**config.mk**
```make
export PLATFORM = sky130hd
export DESIGN_NAME = mbx_cmd_sequencer
export DESIGN_NICKNAME = d
export VERILOG_FILES = /design/src/rtl/mbx_seq_pkg.sv /design/src/rtl/mbx_poll_timer.sv /design/src/rtl/mbx_status_calc.sv /design/src/rtl/mbx_cmd_sequencer.sv
export SDC_FILE = /design/constraint.sdc
export NUM_CORES = 1
export LEC_CHECK = 0
export ABC_AREA = 1
export BUFFER_PORTS_ARGS = -buffer_cell sky130_fd_sc_hd__buf_2
export CELL_PAD_IN_SITES_DETAIL_PLACEMENT = 1
export CELL_PAD_IN_SITES_GLOBAL_PLACEMENT = 1
export CORE_MARGIN = 2
export CORE_UTILIZATION = 37
export CTS_CLUSTER_DIAMETER = 80
export DETAILED_ROUTE_END_ITERATION = 12
export PLACE_DENSITY = 0.77
export SLEW_MARGIN = 20
export SYNTH_ARGS = -nofsm -noshare
export SYNTH_HDL_FRONTEND = slang
export SYNTH_SLANG_ARGS = --single-unit
```
**constraint.sdc**
```tcl
create_clock -name clk -period 5.1 [get_ports clk]
set_input_delay 1.02 -clock clk [delete_from_list [all_inputs] [get_ports clk]]
set_output_delay 1.02 -clock clk [all_outputs]
set_load 0.1 [all_outputs]
```
**src/rtl/mbx_seq_pkg.sv**
```systemverilog
package mbx_seq_pkg;

  localparam int WORD_W    = 32;
  localparam int MSG_WORDS = 5;
  localparam int NUM_CMDS  = 3;
  localparam int STAT_W    = 5;

  localparam logic [WORD_W-1:0] ERR_FLAG  = 32'h8000_0000;
  localparam logic [WORD_W-1:0] CODE_OK   = 32'h0000_0001;
  localparam logic [WORD_W-1:0] CODE_CSUM = ERR_FLAG | 32'h0000_0004;
  localparam logic [WORD_W-1:0] CODE_TMO  = ERR_FLAG | 32'h0000_0010;
  localparam logic [STAT_W-1:0] STAT_REJECT = 5'd1;

  typedef enum logic [2:0] {
    ST_IDLE, ST_PUT, ST_RING, ST_POLL, ST_GAP, ST_GET, ST_CLEAR, ST_DONE
  } seq_state_e;

  // request word for a command at a given slot; slot 4 is the sum of 0..3
  function automatic logic [WORD_W-1:0] req_word(input int unsigned cmd,
                                                 input int unsigned slot);
    logic [WORD_W-1:0] hdr, opc, cnt, arg;
    hdr = 32'd1;
    opc = (cmd == 0) ? 32'd1 : 32'd2;
    cnt = 32'd1;
    arg = (cmd == 2) ? 32'd2 : 32'd1;
    case (slot)
      0:       return hdr;
      1:       return opc;
      2:       return cnt;
      3:       return arg;
      default: return hdr + opc + cnt + arg;
    endcase
  endfunction

  // 1-based index of the lowest set bit among bits 30..0, zero if none
  function automatic logic [STAT_W-1:0] first_one_pos(input logic [WORD_W-1:0] v);
    logic [STAT_W-1:0] p;
    p = '0;
    for (int i = WORD_W - 2; i >= 0; i--) begin
      if (v[i]) p = STAT_W'(i + 1);
    end
    return p;
  endfunction

  function automatic logic [WORD_W-1:0] sum_head(
      input logic [MSG_WORDS-1:0][WORD_W-1:0] w);
    logic [WORD_W-1:0] s;
    s = '0;
    for (int i = 0; i < MSG_WORDS - 1; i++) s = s + w[i];
    return s;
  endfunction

endpackage

```
**src/rtl/mbx_poll_timer.sv**
```systemverilog
module mbx_poll_timer #(
  parameter int POLL_MAX = 200000,
  parameter int POLL_GAP = 500,
  localparam int TRY_W   = $clog2(POLL_MAX + 1),
  localparam int GAP_W   = (POLL_GAP > 1) ? $clog2(POLL_GAP) : 1
) (
  input  logic             clk,
  input  logic             rst_n,
  input  logic             clr_i,
  input  logic             miss_i,
  input  logic             in_gap_i,
  output logic             last_try_o,
  output logic             gap_done_o,
  output logic [TRY_W-1:0] tries_o
);

  logic [GAP_W-1:0] gap_cnt;

  always_ff @(posedge clk) begin
    if (!rst_n || !in_gap_i) gap_cnt <= '0;
    else                     gap_cnt <= gap_cnt + 1'b1;
  end

  always_ff @(posedge clk) begin
    if (!rst_n || clr_i) tries_o <= '0;
    else if (miss_i)     tries_o <= tries_o + 1'b1;
  end

  assign gap_done_o = in_gap_i && (gap_cnt == GAP_W'(POLL_GAP - 1));
  assign last_try_o = (tries_o == TRY_W'(POLL_MAX - 1));

endmodule

```
**src/rtl/mbx_status_calc.sv**
```systemverilog
module mbx_status_calc
  import mbx_seq_pkg::*;
(
  input  logic                               reject_i,
  input  logic                               timed_i,
  input  logic [WORD_W-1:0]                  code_i,
  input  logic [MSG_WORDS-1:0][WORD_W-1:0]   words_i,
  output logic                               csum_bad_o,
  output logic [STAT_W-1:0]                  status_o
);

  logic [WORD_W-1:0] eff_code;

  assign csum_bad_o = (sum_head(words_i) != words_i[MSG_WORDS-1]);
  assign eff_code   = csum_bad_o ? CODE_CSUM : code_i;

  always_comb begin
    if (reject_i)              status_o = STAT_REJECT;
    else if (timed_i)          status_o = first_one_pos(CODE_TMO & ~ERR_FLAG);
    else if (eff_code == CODE_OK) status_o = '0;
    else                       status_o = first_one_pos(eff_code & ~ERR_FLAG);
  end

endmodule

```
**src/rtl/mbx_cmd_sequencer.sv**
```systemverilog
module mbx_cmd_sequencer
  import mbx_seq_pkg::*;
#(
  parameter int ADDR_W   = 12,
  parameter int CMD_W    = 2,
  parameter int POLL_MAX = 200000,
  parameter int POLL_GAP = 500,
  parameter logic [ADDR_W-1:0] MSG_BASE      = 'h100,
  parameter logic [ADDR_W-1:0] DOORBELL_ADDR = 'h10,
  parameter logic [ADDR_W-1:0] RESULT_ADDR   = 'h14
) (
  input  logic                        clk,
  input  logic                        rst_n,
  input  logic                        start_i,
  input  logic [CMD_W-1:0]            cmd_i,
  output logic                        busy_o,
  output logic                        done_o,
  output logic [STAT_W-1:0]           status_o,
  output logic [MSG_WORDS*WORD_W-1:0] resp_o,
  output logic                        bus_req_o,
  output logic                        bus_we_o,
  output logic [ADDR_W-1:0]           bus_addr_o,
  output logic [WORD_W-1:0]           bus_wdata_o,
  input  logic                        bus_ack_i,
  input  logic [WORD_W-1:0]           bus_rdata_i
);

  localparam int IDX_W = $clog2(MSG_WORDS);
  localparam int TRY_W = $clog2(POLL_MAX + 1);
  localparam logic [CMD_W:0]   CMD_LIMIT = (CMD_W + 1)'(NUM_CMDS);
  localparam logic [IDX_W-1:0] LAST_IDX  = IDX_W'(MSG_WORDS - 1);

  seq_state_e                       st;
  logic [IDX_W-1:0]                 idx;
  logic [CMD_W-1:0]                 cmd_q;
  logic [WORD_W-1:0]                code_q;
  logic                             timed_q;
  logic                             reject_q;
  logic [MSG_WORDS-1:0][WORD_W-1:0] resp_q;

  // named events for the checker
  logic accept_evt, start_evt, reject_evt, xfer_done;
  logic poll_miss, last_try, gap_done, csum_bad;
  logic [TRY_W-1:0] tries;

  assign xfer_done  = bus_req_o && bus_ack_i;
  assign accept_evt = (st == ST_IDLE) && start_i;
  assign start_evt  = accept_evt && ({1'b0, cmd_i} < CMD_LIMIT);
  assign reject_evt = accept_evt && !({1'b0, cmd_i} < CMD_LIMIT);
  assign poll_miss  = (st == ST_POLL) && xfer_done && (bus_rdata_i == '0);

  mbx_poll_timer #(
    .POLL_MAX (POLL_MAX),
    .POLL_GAP (POLL_GAP)
  ) u_timer (
    .clk        (clk),
    .rst_n      (rst_n),
    .clr_i      ((st == ST_RING) && xfer_done),
    .miss_i     (poll_miss),
    .in_gap_i   (st == ST_GAP),
    .last_try_o (last_try),
    .gap_done_o (gap_done),
    .tries_o    (tries)
  );

  always_ff @(posedge clk) begin
    if (!rst_n) begin
      st       <= ST_IDLE;
      idx      <= '0;
      cmd_q    <= '0;
      code_q   <= '0;
      timed_q  <= 1'b0;
      reject_q <= 1'b0;
    end else begin
      case (st)
        ST_IDLE: begin
          if (accept_evt) begin
            idx      <= '0;
            cmd_q    <= cmd_i;
            code_q   <= '0;
            timed_q  <= 1'b0;
            reject_q <= reject_evt;
            st       <= reject_evt ? ST_DONE : ST_PUT;
          end
        end
        ST_PUT: begin
          if (xfer_done) begin
            if (idx == LAST_IDX) begin
              idx <= '0;
              st  <= ST_RING;
            end else begin
              idx <= idx + 1'b1;
            end
          end
        end
        ST_RING: if (xfer_done) st <= ST_POLL;
        ST_POLL: begin
          if (xfer_done) begin
            if (bus_rdata_i != '0) begin
              code_q <= bus_rdata_i;
              idx    <= '0;
              st     <= ST_GET;
            end else if (last_try) begin
              timed_q <= 1'b1;
              st      <= ST_CLEAR;
            end else begin
              st <= ST_GAP;
            end
          end
        end
        ST_GAP: if (gap_done) st <= ST_POLL;
        ST_GET: begin
          if (xfer_done) begin
            if (idx == LAST_IDX) st <= ST_CLEAR;
            else                 idx <= idx + 1'b1;
          end
        end
        ST_CLEAR: if (xfer_done) st <= ST_DONE;
        default:  st <= ST_IDLE;
      endcase
    end
  end

  for (genvar g = 0; g < MSG_WORDS; g++) begin : g_resp
    always_ff @(posedge clk) begin
      if (!rst_n || accept_evt) resp_q[g] <= '0;
      else if ((st == ST_GET) && xfer_done && (idx == IDX_W'(g)))
        resp_q[g] <= bus_rdata_i;
    end
  end

  always_comb begin
    bus_req_o   = 1'b0;
    bus_we_o    = 1'b0;
    bus_addr_o  = '0;
    bus_wdata_o = '0;
    case (st)
      ST_PUT: begin
        bus_req_o   = 1'b1;
        bus_we_o    = 1'b1;
        bus_addr_o  = MSG_BASE + ADDR_W'({idx, 2'b00});
        bus_wdata_o = req_word(int'(cmd_q), int'(idx));
      end
      ST_RING: begin
        bus_req_o   = 1'b1;
        bus_we_o    = 1'b1;
        bus_addr_o  = DOORBELL_ADDR;
        bus_wdata_o = 32'd1;
      end
      ST_POLL: begin
        bus_req_o  = 1'b1;
        bus_addr_o = RESULT_ADDR;
      end
      ST_GET: begin
        bus_req_o  = 1'b1;
        bus_addr_o = MSG_BASE + ADDR_W'({idx, 2'b00});
      end
      ST_CLEAR: begin
        bus_req_o  = 1'b1;
        bus_we_o   = 1'b1;
        bus_addr_o = RESULT_ADDR;
      end
      default: ;
    endcase
  end

  mbx_status_calc u_stat (
    .reject_i   (reject_q),
    .timed_i    (timed_q),
    .code_i     (code_q),
    .words_i    (resp_q),
    .csum_bad_o (csum_bad),
    .status_o   (status_o)
  );

  assign busy_o = (st != ST_IDLE);
  assign done_o = (st == ST_DONE);
  assign resp_o = resp_q;

endmodule

```
## Yosys cells after proc, flatten, opt, wreduce, memory -nomap -nowiden

Index checks and enable logic that the tools add are counted.

- Flip-flop bits (word level): 229
- Output and inout bits: 213

- Add/sub/neg operators: 10
- Order comparisons: 1
- Eq/ne operators: 29
- Multiplexer cells: 72
- Reductions and logical operators: 37

Operators by type and width:

| cell | number |
|---|---|
| $mux W5 | 34 |
| $mux W32 | 4 |
| $add A32 B32 Y32 | 3 |
| $pmux W32 S2 | 1 |
| $mux W3 | 17 |
| $eq A32 B1 Y1 const B | 1 |
| $logic_not A32 Y1 | 1 |
| $ne A32 B32 Y1 | 1 |
| $reduce_bool A32 Y1 | 1 |
| $pmux W10 S3 | 1 |
| $ne A2 B2 Y1 const B | 11 |
| $pmux W3 S7 | 1 |
| $add A18 B1 Y18 const B | 1 |
| $eq A18 B18 Y1 const B | 1 |
| $eq A3 B3 Y1 const B | 5 |
| $pmux W5 S3 | 1 |
| $logic_and A1 B1 Y1 | 13 |
| $eq A3 B2 Y1 const B | 4 |
| $pmux W3 S4 | 1 |
| $add A9 B5 Y10 const A | 1 |
| $pmux W5 S2 | 1 |
| $add A9 B1 Y9 const B | 1 |
| $eq A9 B9 Y1 const B | 1 |
| $reduce_and A9 Y1 | 1 |
| other kinds (25) | 42 |

## Logic depth before layout (Yosys ltp)

Gate-level depths: netlist (run 1).

- Word-level depth: 39
- Depth in mapped cells: 35
- Depth with buffers taken out: 35

## Hierarchy

From an unflattened synthesis (run 1), not the netlist that was laid out.

- Cells, all modules: 2,067
- Area, all modules: 14,061.0 um2

Modules (own cells, without submodules):

| module | instances | cells each | area an instance (um2) |
|---|---|---|---|
| mbx_cmd_sequencer | 1 | 1,087 | 7,980.2 |
| mbx_status_calc | 1 | 784 | 4,752.1 |
| mbx_poll_timer | 1 | 196 | 1,328.8 |

## Worst setup path before layout (run 1)

OpenSTA, ideal clock, no wires.

- Kind: register to output
- Start: reg resp_q (netlist bit resp_o[33])
- End: out status_o[2]
- Arrival time: 5.772 ns
- Required time: 4.080 ns
- Slack: -1.692 ns
- Cell stages (with the launch flop): 28
- Cells stage by stage: dfxtp_1 > fa_1 > inv_1 > fa_1 > inv_1 > ha_1 > fa_1 > xnor2_1 > nand3_1 > nor2_1 > nand3_1 > nor2_1 > nand3_1 > nor2_1 > nand2_1 > nor2_2 > nand2_4 > clkinv_2 > buf_6 > o21ai_2 > and2_4 > clkinv_2 > nor2_1 > nor2_1 > o21bai_1 > nand3_1 > nand3b_1 > a21oi_1

- Cells in the longest elaborated chain, start to end: 39
- Elaborated cells between the ends (all ways): 40
- Those cells by class: add/sub: 3; eq/ne: 2; mux: 35

RTL lines:

| item | RTL line | source |
|---|---|---|
| from (decl) | mbx_cmd_sequencer.sv:39 | `logic [MSG_WORDS-1:0][WORD_W-1:0] resp_q;` |
| from (signal, indexed assignment) | mbx_cmd_sequencer.sv:128 | `resp_q[g] <= bus_rdata_i;` |
| $add A32 B32 Y32 (*) (3 in series) | mbx_seq_pkg.sv:49 | `for (int i = 0; i < MSG_WORDS - 1; i++) s = s + w[i];` |
| $ne A32 B32 Y1 (*) | mbx_status_calc.sv:14 | `assign csum_bad_o = (sum_head(words_i) != words_i[MSG_WORDS-1]);` |
| $mux W32 (*) | mbx_status_calc.sv:15 | `assign eff_code = csum_bad_o ? CODE_CSUM : code_i;` |
| $mux W5 (31 in series) | mbx_seq_pkg.sv:40 | `if (v[i]) p = STAT_W'(i + 1);` |
| $mux W5 (*) | mbx_status_calc.sv:20 | `else if (eff_code == CODE_OK) status_o = '0;` |
| $mux W5 (*) | mbx_status_calc.sv:19 | `else if (timed_i) status_o = first_one_pos(CODE_TMO & ~ERR_FLAG);` |
| $mux W5 (*) | mbx_status_calc.sv:18 | `if (reject_i) status_o = STAT_REJECT;` |
| to (decl) | mbx_cmd_sequencer.sv:18 | `output logic [STAT_W-1:0] status_o,` |

Every way passes the cells marked *; elsewhere a longest branch is shown, timed or not.

## Final worst setup path (run 1)

Ends and elaborated chain as after synthesis.

==> impl_metrics.env, run 1 <==
export IMPL_internal_power_mw=3.73
export IMPL_grt_start_max_net_pins=95
export IMPL_first_iter_violations=744
export IMPL_synth_cell_types=51
export IMPL_h_tree_depth=1
export IMPL_die_h_um=195
export IMPL_tightestPinTransition_ns=1.07
export IMPL_drive_gt1_frac=0.283
export IMPL_synthArstFlopShare=0
export IMPL_post_route_cell_area_mm2=0.0178
export IMPL_irDropWorstVdd_mv=1.22
export IMPL_io_buffers=213
export IMPL_grt_pass1_vias=14900
export IMPL_vias_per_cell=5.20
export IMPL_multi_input_area_mm2=0.00801
export IMPL_postRouteAntennaNets=0
export IMPL_sw_frac_of_total=0.415
export IMPL_clock_skew_ns=0.0111
export IMPL_violations="setup timing"
export IMPL_r2r_start="st[0]$_SDFFE_PN0P_"
export IMPL_cts_buffers=29
export IMPL_die_x_um=195
export IMPL_clk_latency_ns=0.57
export IMPL_row_count=69
export IMPL_grt_overflow_total=0
export IMPL_leakagePower_nw=8.56
export IMPL_synth_cells=1881
export IMPL_grt_pass1_wl_um=84000
export IMPL_wl_per_cell_um=20.0
export IMPL_comb_power_share=0.376
export IMPL_max_stage_delay_ns=0.55
export IMPL_critical_path_top_cell_by_count="nor2_1"
export IMPL_gp_congestion=0.951
export IMPL_power_frac_seq=0.297
export IMPL_cts_tree="done"
export IMPL_track_usage=0.282
export IMPL_core_mm2=0.0357
export IMPL_area_growth_pct=31.7
export IMPL_slowest_stage="fa_2"
export IMPL_fin_crit_sh=1.20
export IMPL_critical_path_max_fanout=5
export IMPL_finalSetupTns_ns=-4.84
export IMPL_fmax_mhz=163
export IMPL_clkTransAtPathRegs_ns=0.06
export IMPL_status="finished with violations"
export IMPL_end_kind="output pin"
export IMPL_r2r_slack_ns=1.62
export IMPL_final_max_slew_violation_count=0
export IMPL_antenna_found_initial=2
export IMPL_cp_start_kind="register"
export IMPL_nets=2393
export IMPL_seq_area_frac_synth=0.340
export IMPL_whs_endpoint="u_timer.gap_cnt[0]$_SDFF_PP0_"
export IMPL_synth_edff_count=0
export IMPL_r2r_end="resp_o[16]$_SDFFE_PP0P_"
export IMPL_start_util=0.378
export IMPL_cts_root_buf="clkbuf_16"
export IMPL_setup_viol=5
export IMPL_drt_pre_antenna_iters=5
export IMPL_rsz0062_at_grt="yes"
export IMPL_drt_wl_total_um=54800
export IMPL_cellPowerDensity_mw_per_mm2=359
export IMPL_worst_hold_startpoint="u_timer.gap_cnt[0]$_SDFF_PP0_"
export IMPL_cp_arrival_ns=5.12
export IMPL_hold_violations=0
export IMPL_synth_seq_cells=229
export IMPL_fillers=4616
export IMPL_power_frac_clock=0.327
export IMPL_ys_flop_type="dfxtp_1"
export IMPL_vias=14200
export IMPL_whs_ns=0.452
export IMPL_synth_area_mm2=0.0135
export IMPL_drc=0
export IMPL_dp_hpwl_um=42600
export IMPL_holdPathStages=1
export IMPL_die_area_mm2=0.0380
export IMPL_clockBufferDepth=3
export IMPL_fin_ws_ns=-1.04
export IMPL_required_ns=4.08
export IMPL_syn_area_per_cell_um2=7.17
export IMPL_reg2reg_depth=12
export IMPL_cap_violations=0
export IMPL_slew_headroom=0.287
export IMPL_place_area_mm2=0.0166
export IMPL_cts_sinks=229
export IMPL_cts_hold_fix_buffers=0
export IMPL_seqCellArea_mm2=0.00476
export IMPL_io_pins=251
export IMPL_place_worst_setup_slack_ns=-0.505
export IMPL_min_period_ns=6.14
export IMPL_fin_util=0.497
export IMPL_critPathKind="register to output pin"
export IMPL_holdCritPathClass="register to register"
export IMPL_power_switching_mw=2.65
export IMPL_yosysWarnings=0
-- logic make-up after synthesis --
logic type      after synthesis  synth area share
simple gates                873             0.268
buf+inv                     327             0.102
compound gates              313             0.137
flops                       229             0.340
fa+ha+maj                   100             0.127
xor+xnor                     38            0.0247
other cells                   1          0.000278
-- cells in the mapped netlist (2+ instances only) --
master,instances,area share
clkinv_2,2,0.00074
clkbuf_1,59,0.016
nand3_1,68,0.025
o21ai_0,24,0.0089
a211oi_1,86,0.048
a21oi_2,3,0.0019
o21ai_2,2,0.0013
xor2_1,15,0.0097
o21bai_1,2,0.0011
o31ai_1,2,0.0011
nor4_1,16,0.0074
fa_1,62,0.092
nand3b_1,9,0.0050
nand4_1,16,0.0074
a21oi_1,171,0.063
nand2_1,526,0.15
xnor2_1,23,0.015
a21o_1,4,0.0022
nor2_1,183,0.051
nor2_2,2,0.00093
o21ai_1,4,0.0015
a22oi_1,5,0.0028
inv_2,8,0.0022
or2_2,5,0.0023
ha_1,38,0.035
inv_1,215,0.060
nand2_2,13,0.0060
nand3_2,2,0.0015
o21a_1,3,0.0017
nor3_1,22,0.0082
buf_1,3,0.00083
dfxtp_1,229,0.34
buf_4,38,0.021
a31oi_1,3,0.0014
nor2_4,2,0.0017
-- power groups by stage --
stage               Clock, mW  Sequential [mW]  Combinational (mW)
floorplan                   0             1.94                1.69
global placement            0             1.93                2.33
detailed placement          0             1.93                2.35
CTS                      2.13             1.90                2.39
global route             2.20             1.90                2.56
finish                   2.09             1.90                2.40
-- routing by layer --
layer	track usage	routed length, um	vias up
met5	0	13	-
met1	0.353	23000	6988
met2	0.482	26100	400
li1	-	-	6716
met4	0.118	2500	2
met3	0.0475	3170	129
-- how the worst max path moves through the flow --
stage	from	endpoint	slack, ns	cells past startpoint
after floorplan	resp_o[33]$_SDFFE_PP0P_	status_o[2]	-0.38	27
after global placement	resp_o[33]$_SDFFE_PP0P_	status_o[2]	-0.37	29
after detailed placement	resp_o[33]$_SDFFE_PP0P_	status_o[0]	-0.51	27
after CTS	resp_o[33]$_SDFFE_PP0P_	status_o[2]	-0.98	31
after global routing	resp_o[33]$_SDFFE_PP0P_	status_o[2]	-1.35	27
final	resp_o[33]$_SDFFE_PP0P_	status_o[2]	-1.04	27
-- layout by cell type, fill, tap and decap left out, drive strengths merged, types with 4 or more instances in the layout --
cell type	instances
nand3b	9
xnor2	23
a22oi	5
o21ai	30
ha	38
clkinv	6
nand3	70
a21o	4
a21oi	174
nor3	23
nor4	16
a211oi	86
fa	62
nor2	187
inv	226
conb	37
or2	7
nand2	540
xor2	15
buf	407
dfxtp	229
nand4	16
clkbuf	47
-- critical path: cells and delay by family, from the launching register on --
kind	cells	cell delay, ns
fa+ha+maj	4	1.74
simple gates	14	1.61
buf+inv	5	0.42
flops	1	0.35
compound gates	3	0.31
xor+xnor	1	0.11
-- state kept, by name, summed over array words and instances (netlist names) --
register         count
idx                  3
cmd_q                2
timed_q              1
u_timer.gap_cnt      9
reject_q             1
code_q              32
u_timer.tries_o     18
resp_o             160
st                   3
-- metrics by stage --
stage | instances | power (mW)
after floorplan | 1917 | 3.63
after global placement | 2681 | 4.26
after detailed placement | 2681 | 4.28
after CTS | 2737 | 6.42
after global routing | 2740 | 6.66
final | 2740 | 6.39
-- layout make-up --
class                   count  area share
multi-input cells        1361       0.451
flip-flops and latches    229       0.268
repair buffers            407       0.146
clock buffers              47      0.0491
inverters                 226      0.0481
well taps                 461      0.0324
clock inverters             7     0.00500
repair inverters            1    0.000282
diodes                      1    0.000141
-- timing repair --
| action | 4_1_cts | 5_1_grt |
|---|---|---|
| cloned | 1 | 0 |
| setup buffers | 1 | 2 |
| resized for setup | 33 | 17 |
| pin swaps | 16 | 21 |
| setup endpoints to repair | 5 | 5 |
No activity file was read; power rests on OpenSTA's default activity.
==> run 2: changes to the inputs <==
ABC_AREA = unset   (was 1)
PLACE_DENSITY = 0.75   (was 0.77)
==> run 2 against run 1 <==
  * The flow still finishes with violations (setup timing)
  * Largest power group is now clock
  * Area after synthesis is 1.2% lower
  * Cell count is 7.3% lower
  * Combinational power is 42% lower
  * Non-clock buffer count is 56 higher
  * Highest routed layer unchanged
  * Flip-flop and latch count stayed put
  * Largest cell class unchanged
  * Register-to-register slack better by 0.11 ns
==> impl_metrics.env, run 2 <==
export IMPL_grt_overflow_total=0
export IMPL_yosysWarnings=0
export IMPL_antenna_found_initial=1
export IMPL_yosysMostFrequentCell="nand2_1"
export IMPL_clock_skew_ns=0.00471
export IMPL_synth_adder_area_share=0.129
export IMPL_slowest_stage="fa_1"
export IMPL_drt_pre_antenna_iters=7
export IMPL_grt_pass1_vias=14600
export IMPL_synth_area_mm2=0.0133
export IMPL_slew_headroom=0.266
export IMPL_r2r_slack_ns=1.73
export IMPL_start_util=0.375
export IMPL_max_stage_delay_ns=0.54
export IMPL_nets=2199
export IMPL_cts_tree="done"
export IMPL_layout_commonest_cell="nand2_1"
export IMPL_cap_violations=0
export IMPL_yosys_area_top_type="dfxtp_1"
export IMPL_synthArstFlopShare=0
export IMPL_cellPowerDensity_mw_per_mm2=303
export IMPL_hold_violations=0
export IMPL_drt_wl_total_um=55500
export IMPL_track_usage=0.288
export IMPL_postRouteAntennaNets=0
export IMPL_place_area_mm2=0.0165
export IMPL_fmax_mhz=162
export IMPL_clkTransAtPathRegs_ns=0.06
export IMPL_h_tree_depth=1
export IMPL_largest_reg_flops=160
export IMPL_end_kind="output pin"
export IMPL_leakagePower_nw=7.65
export IMPL_required_ns=4.08
export IMPL_violations="setup timing"
export IMPL_area_growth_pct=31.9
export IMPL_crit_family="adder cells"
export IMPL_cp_arrival_ns=5.16
export IMPL_wl_per_cell_um=21.8
export IMPL_synth_top_family_by_area="simple AND/OR/NAND/NOR gates"
export IMPL_vias=13800
export IMPL_cts_hold_fix_buffers=0
export IMPL_dp_hpwl_um=41200
export IMPL_first_iter_violations=726
export IMPL_clk_latency_ns=0.57
export IMPL_synth_seq_cells=229
export IMPL_grt_start_max_net_pins=83
export IMPL_vias_per_cell=5.44
export IMPL_grt_pass1_wl_um=85600
export IMPL_synthTopCellsByCount="nand2_1, dfxtp_1, a21oi_1"
export IMPL_holdCritPathClass="register to register"
export IMPL_io_buffers=213
export IMPL_syn_area_per_cell_um2=8.01
export IMPL_netlist_top_cells_area="dfxtp_1, nand2_1, fa_1"
export IMPL_worstPathBufferInverterCount=5
export IMPL_n_antenna_cell=0
export IMPL_die_h_um=194
export IMPL_synth_compound_gate_area_share=0.182
export IMPL_cts_sinks=229
export IMPL_final_max_slew_violation_count=0
export IMPL_row_count=69
export IMPL_io_pins=251
export IMPL_min_period_ns=6.18
export IMPL_fillers=4341
export IMPL_yosysTopAreaCellShare=0.344
export IMPL_die_x_um=194
export IMPL_synthXorXnorAreaFrac=0.0459
export IMPL_setup_viol=5
export IMPL_clockBufferDepth=3
export IMPL_core_mm2=0.0356
export IMPL_synth_cell_types=77
export IMPL_tightestPinTransition_ns=1.10
export IMPL_drive_gt1_frac=0.313
export IMPL_synth_mux_area_frac=0.00375
export IMPL_post_cts_setup_buffers=0
export IMPL_seq_area_frac_synth=0.344
export IMPL_cts_root_buf="clkbuf_16"
export IMPL_irDropWorstVdd_mv=0.691
export IMPL_place_worst_setup_slack_ns=-0.613
export IMPL_post_route_cell_area_mm2=0.0176
export IMPL_rsz0062_at_grt="yes"
export IMPL_die_area_mm2=0.0376
export IMPL_synth_cells=1664
export IMPL_status="finished with violations"
export IMPL_cp_start_kind="register"
export IMPL_cts_buffers=27
export IMPL_critical_path_max_fanout=4
export IMPL_fin_ws_ns=-1.08
export IMPL_drc=0
export IMPL_fin_crit_sh=1.21
export IMPL_worstPathCellList="fa_1 > inv_2 > fa_1 > inv_1 > ha_2 > fa_1 > a21o_1 > a21o_1 > buf_4 > a211oi_4 > a21oi_2 > nor2_2 > mux2i_1 > a2111oi_4 > nand4_1 > buf_6 > or4b_4 > buf_12"
export IMPL_synthSimpleGateAreaFrac=0.231
export IMPL_gp_congestion=0.941
export IMPL_final_cell_mix="nand2_1, buf_4, a21oi_1"
export IMPL_whs_ns=0.446
export IMPL_critPathKind="register to output pin"
export IMPL_synth_edff_count=0
export IMPL_ys_flop_type="dfxtp_1"
export IMPL_critical_path_top_cell_by_count="fa_1"
==> run 2: layer usage <==
layer	GRT usage	vias to the layer above	routed length, um
met3	0.0484	137	3170
met5	0	-	11
met1	0.372	6891	23600
met2	0.476	402	26100
met4	0.123	2	2650
li1	-	6397	-
==> run 2: stage by stage <==
step,power [mW],setup TNS [ns],utilization,std cells
floorplan,2.95,-4.11,-,1700
global placement,3.23,-2.18,0.465,2493
detailed placement,3.25,-2.47,0.465,2493
CTS,5.34,-4.94,0.493,2541
global route,5.49,-5.99,0.494,2541
finish,5.33,-5.01,0.494,2541
==> run 2: repair_timing <==
action | 4_1_cts | 5_1_grt
setup endpoints to repair | 5 | 5
pin swaps | 2 | 1
gates cloned | 0 | 0
resized for setup | 15 | 10
==> run 2: path summary, 6_finish.rpt <==
check                                                      to  cells past startpoint                          start
worst max-delay path                              status_o[0]                     18         resp_o[1]$_SDFFE_PP0P_
worst min-delay path            u_timer.gap_cnt[0]$_SDFF_PP0_                      1  u_timer.gap_cnt[0]$_SDFF_PP0_
worst max register to register         resp_o[2]$_SDFFE_PP0P_                      8             st[0]$_SDFFE_PN0P_
worst min register to register  u_timer.gap_cnt[0]$_SDFF_PP0_                      1  u_timer.gap_cnt[0]$_SDFF_PP0_
==> run 2: worst reg2reg max path, delay by kind of cell (launching register included) <==
kind	cells	cell delay, ns
flops	1	0.70
compound gates	1	0.17
simple gates	5	1.73
buf+inv	2	0.70
==> run 2: power by group <==
group	internal [mW]	total (mW)	switching [mW]
clock network	1.22	2.05	0.825
registers	1.81	1.87	0.0619
logic	0.295	1.40	1.11
total	3.33	5.33	2.00
==> run 2: area by class of cell <==
| class | count | area, um^2 | area share |
|---|---|---|---|
| repair buffers | 463 | 3030 | 0.173 |
| clock buffers | 38 | 787 | 0.0447 |
| clock inverters | 10 | 143 | 0.00811 |
| multi-input cells | 1298 | 8180 | 0.465 |
| flip-flops and latches | 229 | 4710 | 0.268 |
| inverters | 42 | 158 | 0.00896 |
| well taps | 461 | 577 | 0.0328 |
==> run 2: kinds of logic after synthesis <==
kind of cell	Yosys count
AND/OR/NAND/NOR	698
AO/OA/AOI/OAI	393
flip-flops	229
buffers and inverters	173
adder cells (fa/ha/maj)	100
XOR/XNOR	65
multiplexers	5
other	1
